===== src/rtl/rxdma_pkg.sv =====
package rxdma_pkg;

    localparam int LEN_W    = 16;
    localparam int OFS_BUF  = 4;
    localparam int OFS_STAT = 8;

    typedef enum logic [2:0] {
        S_IDLE,
        S_CHK,
        S_RDBUF,
        S_GOTBUF,
        S_FILL,
        S_WB,
        S_HALT
    } seq_state_e;

    typedef struct packed {
        logic cof;
        logic bof;
        logic eom;
        logic eot;
    } dma_flags_t;

endpackage


===== src/rtl/rxdma_flags.sv =====
module rxdma_flags
    import rxdma_pkg::*;
#(
    parameter int CW = 8
) (
    input  logic          clk,
    input  logic          rst_n,
    input  logic          abort,
    input  logic          ctl_wr,
    input  logic [5:0]    ctl_wdata,
    input  logic          ev_eot,
    input  logic          ev_eom,
    input  logic          ev_bof,
    output logic          de,
    output dma_flags_t    flags,
    output logic [CW-1:0] count
);

    typedef struct packed {
        logic          de;
        dma_flags_t    f;
        logic [CW-1:0] cnt;
    } flag_s;

    flag_s q, d;

    always_comb begin
        d = q;
        if (ctl_wr) begin
            d.de = ctl_wdata[0];
            if (ctl_wdata[1]) begin
                if (ctl_wdata[2]) d.f.eot = 1'b0;
                if (ctl_wdata[3]) d.f.eom = 1'b0;
                if (ctl_wdata[4]) d.f.bof = 1'b0;
                if (ctl_wdata[5]) d.f.cof = 1'b0;
            end
        end
        if (ev_eot) d.f.eot = 1'b1;
        if (ev_bof) d.f.bof = 1'b1;
        if (ev_eom) begin
            d.f.eom = 1'b1;
            d.cnt   = q.cnt + 1'b1;
            if (&q.cnt) d.f.cof = 1'b1;
        end
        if (abort) d = '0;
    end

    always_ff @(posedge clk or negedge rst_n) begin
        if (!rst_n) q <= '0;
        else        q <= d;
    end

    assign de    = q.de;
    assign flags = q.f;
    assign count = q.cnt;

    assert_eot_set_R4: assert property (@(posedge clk) disable iff (!rst_n)
        (ev_eot && !abort) |=> q.f.eot);
    assert_bof_set_R6: assert property (@(posedge clk) disable iff (!rst_n)
        (ev_bof && !abort) |=> q.f.bof);
    assert_abort_clear_R11: assert property (@(posedge clk) disable iff (!rst_n)
        abort |=> (q == '0));

endmodule


===== src/rtl/rxdma_seq.sv =====
module rxdma_seq
    import rxdma_pkg::*;
#(
    parameter int AW = 32
) (
    input  logic             clk,
    input  logic             rst_n,
    input  logic             abort,
    input  logic             de,
    input  logic             cda_wr,
    input  logic [AW-1:0]    cda_wdata,
    input  logic             eda_wr,
    input  logic [AW-1:0]    eda_wdata,
    input  logic [LEN_W-1:0] buflen,
    input  logic             in_valid,
    output logic             in_ready,
    input  logic [7:0]       in_data,
    input  logic             in_last,
    input  logic [4:0]       in_err,
    output logic             mem_req,
    output logic             mem_we,
    output logic [AW-1:0]    mem_addr,
    output logic [3:0]       mem_be,
    output logic [31:0]      mem_wdata,
    input  logic [31:0]      mem_rdata,
    output logic             ev_eot,
    output logic             ev_eom,
    output logic             ev_bof,
    output logic [AW-1:0]    cur_desc
);

    typedef struct packed {
        seq_state_e       st;
        logic [AW-1:0]    cda;
        logic [AW-1:0]    eda;
        logic [AW-1:0]    chain;
        logic [AW-1:0]    bufp;
        logic [LEN_W-1:0] len;
        logic [7:0]       stat;
        logic             drop;
    } seq_s;

    seq_s q, d;
    logic [AW-1:0] waddr;

    always_comb begin
        d         = q;
        mem_req   = 1'b0;
        mem_we    = 1'b0;
        mem_addr  = '0;
        mem_be    = '0;
        mem_wdata = '0;
        in_ready  = 1'b0;
        ev_eot    = 1'b0;
        ev_eom    = 1'b0;
        ev_bof    = 1'b0;
        waddr     = q.bufp + AW'(q.len);
        if (cda_wr) d.cda = cda_wdata;
        if (eda_wr) d.eda = eda_wdata;
        case (q.st)
            S_IDLE: if (de) d.st = S_CHK;
            S_CHK: begin
                if (!de) begin
                    d.st = S_IDLE;
                end else if (q.cda == q.eda) begin
                    d.st   = S_HALT;
                    ev_eot = 1'b1;
                end else begin
                    mem_req  = 1'b1;
                    mem_addr = q.cda;
                    mem_be   = 4'hF;
                    d.st     = S_RDBUF;
                end
            end
            S_RDBUF: begin
                d.chain  = mem_rdata[AW-1:0];
                mem_req  = 1'b1;
                mem_addr = q.cda + AW'(OFS_BUF);
                mem_be   = 4'hF;
                d.st     = S_GOTBUF;
            end
            S_GOTBUF: begin
                d.bufp = mem_rdata[AW-1:0];
                d.len  = '0;
                d.st   = S_FILL;
            end
            S_FILL: begin
                in_ready = de;
                if (de && in_valid) begin
                    mem_req   = 1'b1;
                    mem_we    = 1'b1;
                    mem_addr  = waddr;
                    mem_be    = 4'b0001 << waddr[1:0];
                    mem_wdata = {4{in_data}};
                    d.len     = q.len + 1'b1;
                    if (in_last) begin
                        d.stat = {3'b100, in_err};
                        d.st   = S_WB;
                    end else if (q.len + 1'b1 == buflen) begin
                        d.stat = 8'h00;
                        d.st   = S_WB;
                    end
                end
            end
            S_WB: begin
                mem_req   = 1'b1;
                mem_we    = 1'b1;
                mem_addr  = q.cda + AW'(OFS_STAT);
                mem_be    = 4'hF;
                mem_wdata = {8'h00, q.stat, q.len};
                ev_eom    = q.stat[7];
                d.cda     = q.chain;
                d.st      = S_CHK;
            end
            S_HALT: begin
                if (de) begin
                    in_ready = (q.cda == q.eda) || q.drop;
                    if (in_ready && in_valid) begin
                        if (in_last) begin
                            ev_bof = 1'b1;
                            d.drop = 1'b0;
                        end else begin
                            d.drop = 1'b1;
                        end
                    end
                    if ((q.cda != q.eda) && !d.drop) d.st = S_CHK;
                end
            end
            default: d.st = S_IDLE;
        endcase
        if (abort) begin
            d.st   = S_IDLE;
            d.drop = 1'b0;
            d.len  = '0;
        end
    end

    always_ff @(posedge clk or negedge rst_n) begin
        if (!rst_n) q <= '0;
        else        q <= d;
    end

    assign cur_desc = q.cda;

    assert_len_cap_R3: assert property (@(posedge clk) disable iff (!rst_n)
        (q.st == S_FILL && buflen != '0) |-> (q.len < buflen));
    assert_off_no_write_R7: assert property (@(posedge clk) disable iff (!rst_n)
        (q.st == S_FILL && !de) |-> !mem_req);
    assert_halt_no_mem_R6: assert property (@(posedge clk) disable iff (!rst_n)
        (q.st == S_HALT) |-> !mem_req);

endmodule


===== src/rtl/rxdma_chain_top.sv =====
module rxdma_chain_top
    import rxdma_pkg::*;
#(
    parameter int AW = 32,
    parameter int CW = 8
) (
    input  logic             clk,
    input  logic             rst_n,
    input  logic             sw_abort,
    input  logic             ctl_wr,
    input  logic [5:0]       ctl_wdata,
    input  logic             cda_wr,
    input  logic [AW-1:0]    cda_wdata,
    input  logic             eda_wr,
    input  logic [AW-1:0]    eda_wdata,
    input  logic [LEN_W-1:0] buf_len,
    input  logic             eom_irq_en,
    input  logic             in_valid,
    output logic             in_ready,
    input  logic [7:0]       in_data,
    input  logic             in_last,
    input  logic [4:0]       in_err,
    output logic             mem_req,
    output logic             mem_we,
    output logic [AW-1:0]    mem_addr,
    output logic [3:0]       mem_be,
    output logic [31:0]      mem_wdata,
    input  logic [31:0]      mem_rdata,
    output logic [4:0]       dma_status,
    output logic [AW-1:0]    cur_desc,
    output logic [CW-1:0]    frame_count,
    output logic             eom_irq
);

    logic       de;
    logic       ev_eot, ev_eom, ev_bof;
    dma_flags_t flags;

    rxdma_flags #(.CW(CW)) u_flags (
        .clk       (clk),
        .rst_n     (rst_n),
        .abort     (sw_abort),
        .ctl_wr    (ctl_wr),
        .ctl_wdata (ctl_wdata),
        .ev_eot    (ev_eot),
        .ev_eom    (ev_eom),
        .ev_bof    (ev_bof),
        .de        (de),
        .flags     (flags),
        .count     (frame_count)
    );

    rxdma_seq #(.AW(AW)) u_seq (
        .clk       (clk),
        .rst_n     (rst_n),
        .abort     (sw_abort),
        .de        (de),
        .cda_wr    (cda_wr),
        .cda_wdata (cda_wdata),
        .eda_wr    (eda_wr),
        .eda_wdata (eda_wdata),
        .buflen    (buf_len),
        .in_valid  (in_valid),
        .in_ready  (in_ready),
        .in_data   (in_data),
        .in_last   (in_last),
        .in_err    (in_err),
        .mem_req   (mem_req),
        .mem_we    (mem_we),
        .mem_addr  (mem_addr),
        .mem_be    (mem_be),
        .mem_wdata (mem_wdata),
        .mem_rdata (mem_rdata),
        .ev_eot    (ev_eot),
        .ev_eom    (ev_eom),
        .ev_bof    (ev_bof),
        .cur_desc  (cur_desc)
    );

    assign dma_status = {flags.cof, flags.bof, flags.eom, flags.eot, de};
    assign eom_irq    = flags.eom & eom_irq_en;

    assert_irq_follows_R10: assert property (@(posedge clk) disable iff (!rst_n)
        (ev_eom && !sw_abort && eom_irq_en) |=> eom_irq);

endmodule


===== config.mk =====
export PLATFORM = sky130hd
export DESIGN_NAME = rxdma_chain_top
export DESIGN_NICKNAME = d
export VERILOG_FILES = /design/src/rtl/rxdma_pkg.sv /design/src/rtl/rxdma_flags.sv /design/src/rtl/rxdma_seq.sv /design/src/rtl/rxdma_chain_top.sv
export SDC_FILE = /design/constraint.sdc
export NUM_CORES = 1
export LEC_CHECK = 0
export BUFFER_PORTS_ARGS = -buffer_cell sky130_fd_sc_hd__buf_2
export CAP_MARGIN = 30
export CORE_MARGIN = 2
export CORE_UTILIZATION = 45
export CTS_BUF_LIST = sky130_fd_sc_hd__clkbuf_16
export CTS_CLUSTER_DIAMETER = 60
export DETAILED_ROUTE_END_ITERATION = 12
export PLACE_DENSITY = 0.69
export SLEW_MARGIN = 10
export SYNTH_ARGS = -nofsm -noshare
export SYNTH_HDL_FRONTEND = slang
export SYNTH_HIERARCHICAL = 1
export SYNTH_SLANG_ARGS = --single-unit

===== constraint.sdc =====
create_clock -name clk -period 4.9 [get_ports clk]
set_input_delay 0.245 -clock clk [delete_from_list [all_inputs] [get_ports clk]]
set_output_delay 0.245 -clock clk [all_outputs]
set_load 0.005 [all_outputs]

==> impl_results.md, run 1 <==
- Outcome: finished clean
- Worst-Margin Slew: 0.966 ns
- # Post-CTS Setup Buffers: 0
- Largest net degree at the start of global routing: 86
- Hold Path Stages: 3
- Cells after Synth: 1207
- Hold Startpoint: mem_rdata[25]
- Number of nets in the layout: 1551
- Syn Area/Cell: 8.97 um^2
- Vias in the first global route: 9824
- TritonRoute pass-1 iters: 5
- Critical Path Source: u_seq/cur_desc[10]$_DFFE_PN0P_
- Worst-Skew Late Latency: 0.44 ns
- Initial antenna violation count: 1
- Kind of critical path: reg -> out
- Final TNS setup: 0 ns
- Unrepaired setup endpoints after global routing: no
- Clock Tree Buf Depth: 2
- Fin Hold WS: 0.0137 ns
- Die Height: 159 um
- Final Slew Violations: 0
- Core Util, Final: 53.9%
- Ant. Diodes: 0
- Logic pwr share: 22.7%
- Reg2reg end: u_flags/count[7]$_DFFE_PN0P_
- Worst-case reg-to-reg path depth: 6
- Htree depth: 4
- Relative slew margins: 35.6%
- Synthesis-stage register bit count: 167
- Share of post-route cells with drive strength above 1: 27.9%
- Power Density: 345 nW/um^2
- Net switching power: 0.00150 W
- Minimum clock period: 3.87 ns
- Most frequent cells in the layout: buf_2, nand2_1, dfrtp_1
- Int Power: 0.00288 W
- Ys flop type: dfrtp_1
- Setup slack at placement: 1.57 ns
- Setup crit end kind: output pin
- Syn_nets: 1368
- Clk sinks: 167
- Layout Area Growth over Synthesis: 17.3%
- Clk pwr share: 31.9%
- Initial DRC count: 1161
- Antenna viol nets, final: 0
- Worst hold path type: in -> reg
- Die area: 25300 um^2
- Wire length per cell: 21.1 um
- First-pass GRT wire length: 56400 um
- Achievable Freq: 258 MHz
- Die width: 159 um
- Clock skew: 0.0138 ns
- Crit-path max FO: 10
- Via/cell ratio: 5.92
- Leakage: 6.17 nW
- Root Buffer: clkbuf_16
- Commonest non-fill, non-tap cell in the layout: buf_2
- Async SR Flop Fraction: 100%
- IO Port Bufs: 256
- CTS buffer count: 17
- Synth Warn #: 6
- Gr usage total: 28.2%
- MaxCap Viol Count: 0
- Worst reg2reg setup slack: 1.71 ns
- I/O pin cnt: 257
- Worst path required time: 4.66 ns
- Core area: 23500 um^2
- Post-DP HPWL: 26700 um
- Grt ovf: 0
- WP data arrival: 3.62 ns
- CTS tree: built
- Hold Path Sink: u_seq/q[82]$_DFFE_PN0P_
- Post-Route WL: 36400 um
- Mapped Area: 10800 um^2
- Fin. Hold Viols: 0
- Startpoint Class: register
- Seq pwr share: 45.4%
- Worst r2r src: u_seq/q[155]$_DFFE_PN0P_
- Net Sw Frac: 34.2%
- Setup WS post-layout: 1.03 ns
- Final setup viols: 0
- Fraction of the yosys area taken by sequential cells: 38.6%
- Post-synth EDFFs: 0
- Vias: 10200
- Residual DRC: 0
- Worst-path clk slew: 0.07 ns
- Yosys cell types: 77
- Initial Utilization: 46.0%
- Peak supply drop: 0.196 mV
- Final Wtd Congestion: 0.957
- Part of the cycle the worst path needs: 79.0%
- Fillers: 2222
- Row count: 56
[worst max path at each step]
stage | to | slack, ns
6_report | mem_addr[22] | 1.03
5_1_grt | mem_addr[20] | 0.90
4_1_cts | mem_addr[22] | 1.10
3_5_place_dp | mem_addr[20] | 1.57
3_3_place_gp | mem_addr[22] | 1.65
2_1_floorplan | mem_addr[20] | 2.19
[Yosys cell counts, drive strengths merged, types with 7 or more instances]
cell | number | area [um^2]
nand2 | 198 | 746
dfrtp | 167 | 4180
o21ai | 102 | 514
nor2 | 66 | 248
mux2 | 65 | 732
buf | 60 | 387
xor2 | 54 | 473
clkbuf | 46 | 174
a21oi | 45 | 225
mux2i | 35 | 350
a21o | 31 | 234
nand3 | 28 | 145
and3 | 24 | 150
xnor2 | 24 | 210
ha | 20 | 250
nand4 | 18 | 119
inv | 17 | 63.8
and2 | 15 | 93.8
nor3 | 15 | 80.1
nor4 | 15 | 130
o22ai | 15 | 93.8
o211ai | 14 | 105
o31ai | 12 | 95.1
a31oi | 11 | 68.8
or3 | 9 | 56.3
nor2b | 8 | 50.1
a22oi | 7 | 52.6
and4 | 7 | 61.3
[power groups by stage]
stage          Clock [W]  Sequential, W  Combinational [W]
3_5_place_dp           0        0.00200           0.000976
5_1_grt          0.00148        0.00201            0.00109
3_3_place_gp           0        0.00199           0.000954
2_1_floorplan          0        0.00186           0.000721
4_1_cts          0.00142        0.00197           0.000988
6_report         0.00139        0.00198           0.000995
[metrics by stage]
step,power (W),cells,area (um^2)
3_5_place_dp,0.00298,1688,12100
5_1_grt,0.00458,1722,12700
4_1_cts,0.00438,1721,12700
6_report,0.00437,1722,12700
3_3_place_gp,0.00295,1687,12100
2_1_floorplan,0.00258,1207,10800
[cell type report]
cell class	count	area, um^2	share of cell area [%]
Multi-Input combinational cell	917	6040	47.6
Timing Repair Buffer	270	1410	11.1
Clock buffer	17	425	3.35
Clock inverter	15	178	1.40
Inverter	17	63.8	0.503
Tap cell	319	399	3.14
Sequential cell	167	4180	32.9
[timing repair]
item	in CTS	in global routing
endpoints found under the hold margin	83	0
resized for setup	0	0
hold buffers	1	0
[worst max-delay path: stages, from the launching register on]
cell      delay, ns
dfrtp_1        0.65
xor2_1         0.18
nor4_1         0.43
nand4_1        0.35
o21ai_1        0.55
buf_4          0.29
nand3_1        0.20
o21ai_0        0.22
o221ai_1       0.16
buf_2          0.16
[state kept, by name, indices dropped and copies added, names as in the netlist]
signal and cells:
u_seq/q 122, u_seq/cur_desc 32, u_flags/count 8, u_flags/flags 4
u_flags/de 1
[per-layer routing]
metal	track usage, %	vias up	share of wire, %
li1	-	4644	-
met1	38.7	4936	43
met2	45.2	535	46
met3	5.73	72	8.0
met4	8.68	2	2.6
met5	0	-	0.019
[cell families (layout without fill, tap and decap cells)]
group | Yosys count | in the layout | synth area share, %
XOR/XNOR | 78 | 78 | 6.31
buffers and inverters | 123 | 319 | 5.77
AO/OA/AOI/OAI | 286 | 286 | 17.4
adder cells (fa/ha/maj) | 21 | 21 | 2.50
AND/OR/NAND/NOR | 432 | 432 | 19.4
flip-flops | 167 | 167 | 38.6
multiplexers | 100 | 100 | 10.0
No activity file was read; power rests on OpenSTA's default activity.
==> run 2, diff against run 1 <==
--- a/config.mk
+++ b/config.mk
@@ -12,7 +12,7 @@
 export CTS_BUF_LIST = sky130_fd_sc_hd__clkbuf_16
 export CTS_CLUSTER_DIAMETER = 60
 export DETAILED_ROUTE_END_ITERATION = 12
-export PLACE_DENSITY = 0.69
+export PLACE_DENSITY = 0.71
 export SLEW_MARGIN = 10
 export SYNTH_ARGS = -nofsm -noshare
 export SYNTH_HDL_FRONTEND = slang
==> constraint.sdc (replaced) <==
create_clock -name clk -period 3.5 [get_ports clk]
set_input_delay 0.175 -clock clk [delete_from_list [all_inputs] [get_ports clk]]
set_output_delay 0.175 -clock clk [all_outputs]
set_load 0.005 [all_outputs]
==> impl_results.md, run 2 (synthesis gave the netlist of run 1 again) <==
- Worst r2r src: u_seq/q[9]$_DFFE_PN0P_
- Initial antenna violation count: 0
- Vias: 10500
- Max reg flops: 122
- Ant. Diodes: 0
- Worst reg2reg setup slack: 0.81 ns
- First-pass GRT wire length: 58000 um
- Final Wtd Congestion: 0.926
- Clock skew: 0.00994 ns
- WP data arrival: 3.22 ns
- Critical path capture point: mem_addr[23]
- Reg2reg end: u_seq/q[5]$_DFFE_PN0P_
- Achievable Freq: 295 MHz
- Crit-path max FO: 7
- Net Sw Frac: 32.7%
- Wire length per cell: 20.4 um
- IO Port Bufs: 256
- Worst-Margin Slew: 0.939 ns
- Leakage: 6.68 nW
- Largest net degree at the start of global routing: 76
- Vias in the first global route: 10200
- Part of the cycle the worst path needs: 96.9%
- Final setup viols: 0
- Power Density: 458 nW/um^2
- Die Height: 159 um
- Gr usage total: 29.1%
- Int Power: 0.00424 W
- Worst-case reg-to-reg path depth: 9
- Largest Register: u_seq/q
- Fin. Hold Viols: 0
- Root Buffer: clkbuf_16
- I/O pin cnt: 257
- Residual DRC: 0
- Initial Utilization: 46.0%
- Via/cell ratio: 5.71
- Grt ovf: 0
- Clk pwr share: 31.6%
- Layout Area Growth over Synthesis: 27.3%
- Share of post-route cells with drive strength above 1: 29.2%
- Worst-path clk slew: 0.07 ns
- Commonest non-fill, non-tap cell in the layout: buf_2
- Setup WS post-layout: 0.107 ns
- MaxCap Viol Count: 0
- TritonRoute pass-1 iters: 5
- Relative slew margins: 37.2%
- Hold Path Stages: 3
- Net switching power: 0.00207 W
- Fillers: 2074
- Final TNS setup: 0 ns
- Die width: 159 um
- Clk sinks: 167
- Seq pwr share: 43.3%
- Minimum clock period: 3.39 ns
- Final Slew Violations: 0
- Logic pwr share: 25.0%
- Post-Route WL: 37400 um
- Initial DRC count: 950
- CTS tree: built
- Worst hold path type: in -> reg
- Row count: 56
- Worst path required time: 3.32 ns
- Setup crit end kind: output pin
- Most frequent cells in the layout: buf_2, nand2_1, dfrtp_1
- Outcome: finished clean
- Kind of critical path: reg -> out
- Number of nets in the layout: 1663
- Final Cell Area: 13800 um^2
- Clock Tree Buf Depth: 2
- Peak supply drop: 0.265 mV
- Startpoint Class: register
- Post-DP HPWL: 27100 um
- Die area: 25300 um^2
- Critical Path Source: u_seq/q[10]$_DFFE_PN0P_
- Dpl cell area: 12400 um^2
- Htree depth: 4
- Antenna viol nets, final: 0
- Worst-Skew Late Latency: 0.44 ns
- CTS buffer count: 17
- Setup slack at placement: 0.440 ns
- Core area: 23500 um^2
==> run 2: cell types whose count changed in the layout (fill, tap and decap cells not counted), moves of 5 or more <==
cell | previous run | this run
inv_8 | 7 | 2
dlygate4sd3_1 | 1 | 71
dfrtp_2 | 0 | 5
dfrtp_1 | 167 | 162
buf_4 | 12 | 53
==> run 2: final cells by class <==
cell class,instances,area [um^2],share of cell area (%)
timing repair buffer,382,2440,17.7
tap,319,399,2.90
clock buffer,17,425,3.09
inverter,17,63.8,0.463
multi-input combinational,917,6080,44.1
sequential,167,4190,30.4
clock inverter,15,190,1.38
==> run 2: per-layer routing <==
metal	routed length, um	up-vias	track usage (%)
met1	15500	5007	38.5
met3	3040	60	4.98
li1	-	4864	-
met4	888	0	8.68
met2	17900	540	49.2
met5	0	-	0
==> run 2: how the worst min path moves through the flow <==
| stage | to | slack (ns) | from |
|---|---|---|---|
| after floorplan | u_flags/count[0]$_DFFE_PN0P_ | -0.12 | rst_n |
| after global placement | u_seq/cur_desc[0]$_DFFE_PN0P_ | 0.24 | rst_n |
| after detailed placement | u_seq/cur_desc[1]$_DFFE_PN0P_ | 0.24 | rst_n |
| after CTS | u_seq/cur_desc[27]$_DFFE_PN0P_ | 0.006 | cda_wdata[27] |
| after global routing | u_seq/q[0]$_DFFE_PN0P_ | 0.04 | in_last |
| final | u_seq/cur_desc[27]$_DFFE_PN0P_ | 0.02 | cda_wdata[27] |
==> run 2: stage by stage <==
step                hold WS, ns  util [%]  std cells  power, W
floorplan                -0.121         -       1207   0.00362
global placement          0.240      52.5       1726   0.00418
detailed placement        0.240      52.6       1727   0.00422
CTS                     0.00557      58.2       1830   0.00629
global route             0.0353      58.5       1834   0.00662
finish                   0.0226      58.5       1834   0.00631
==> run 2: worst max-delay path, stage by stage (launching register included) <==
cell      delay [ns]
dfrtp_2         0.45
ha_1            0.32
a211oi_1        0.32
o211ai_1        0.21
and4_1          0.29
o41ai_4         0.38
buf_4           0.19
nor2_1          0.06
xnor2_1         0.12
o22ai_1         0.25
buf_2           0.18
==> run 2: repair_timing <==
action | 4_1_cts | 5_1_grt
gates resized for setup | 1 | 13
setup buffers | 0 | 4
gates cloned | 0 | 0
endpoints found under the setup margin | 1 | 17
endpoints found under the hold margin | 163 | 0
pin swaps | 0 | 4
hold buffers | 71 | 0
==> run 2: power by group through the flow <==
stage	clock network [W]	registers, W	logic (W)
3_5_place_dp	0	0.00275	0.00147
2_1_floorplan	0	0.00261	0.00101
4_1_cts	0.00203	0.00272	0.00155
5_1_grt	0.00211	0.00277	0.00174
6_report	0.00199	0.00273	0.00158
3_3_place_gp	0	0.00274	0.00144
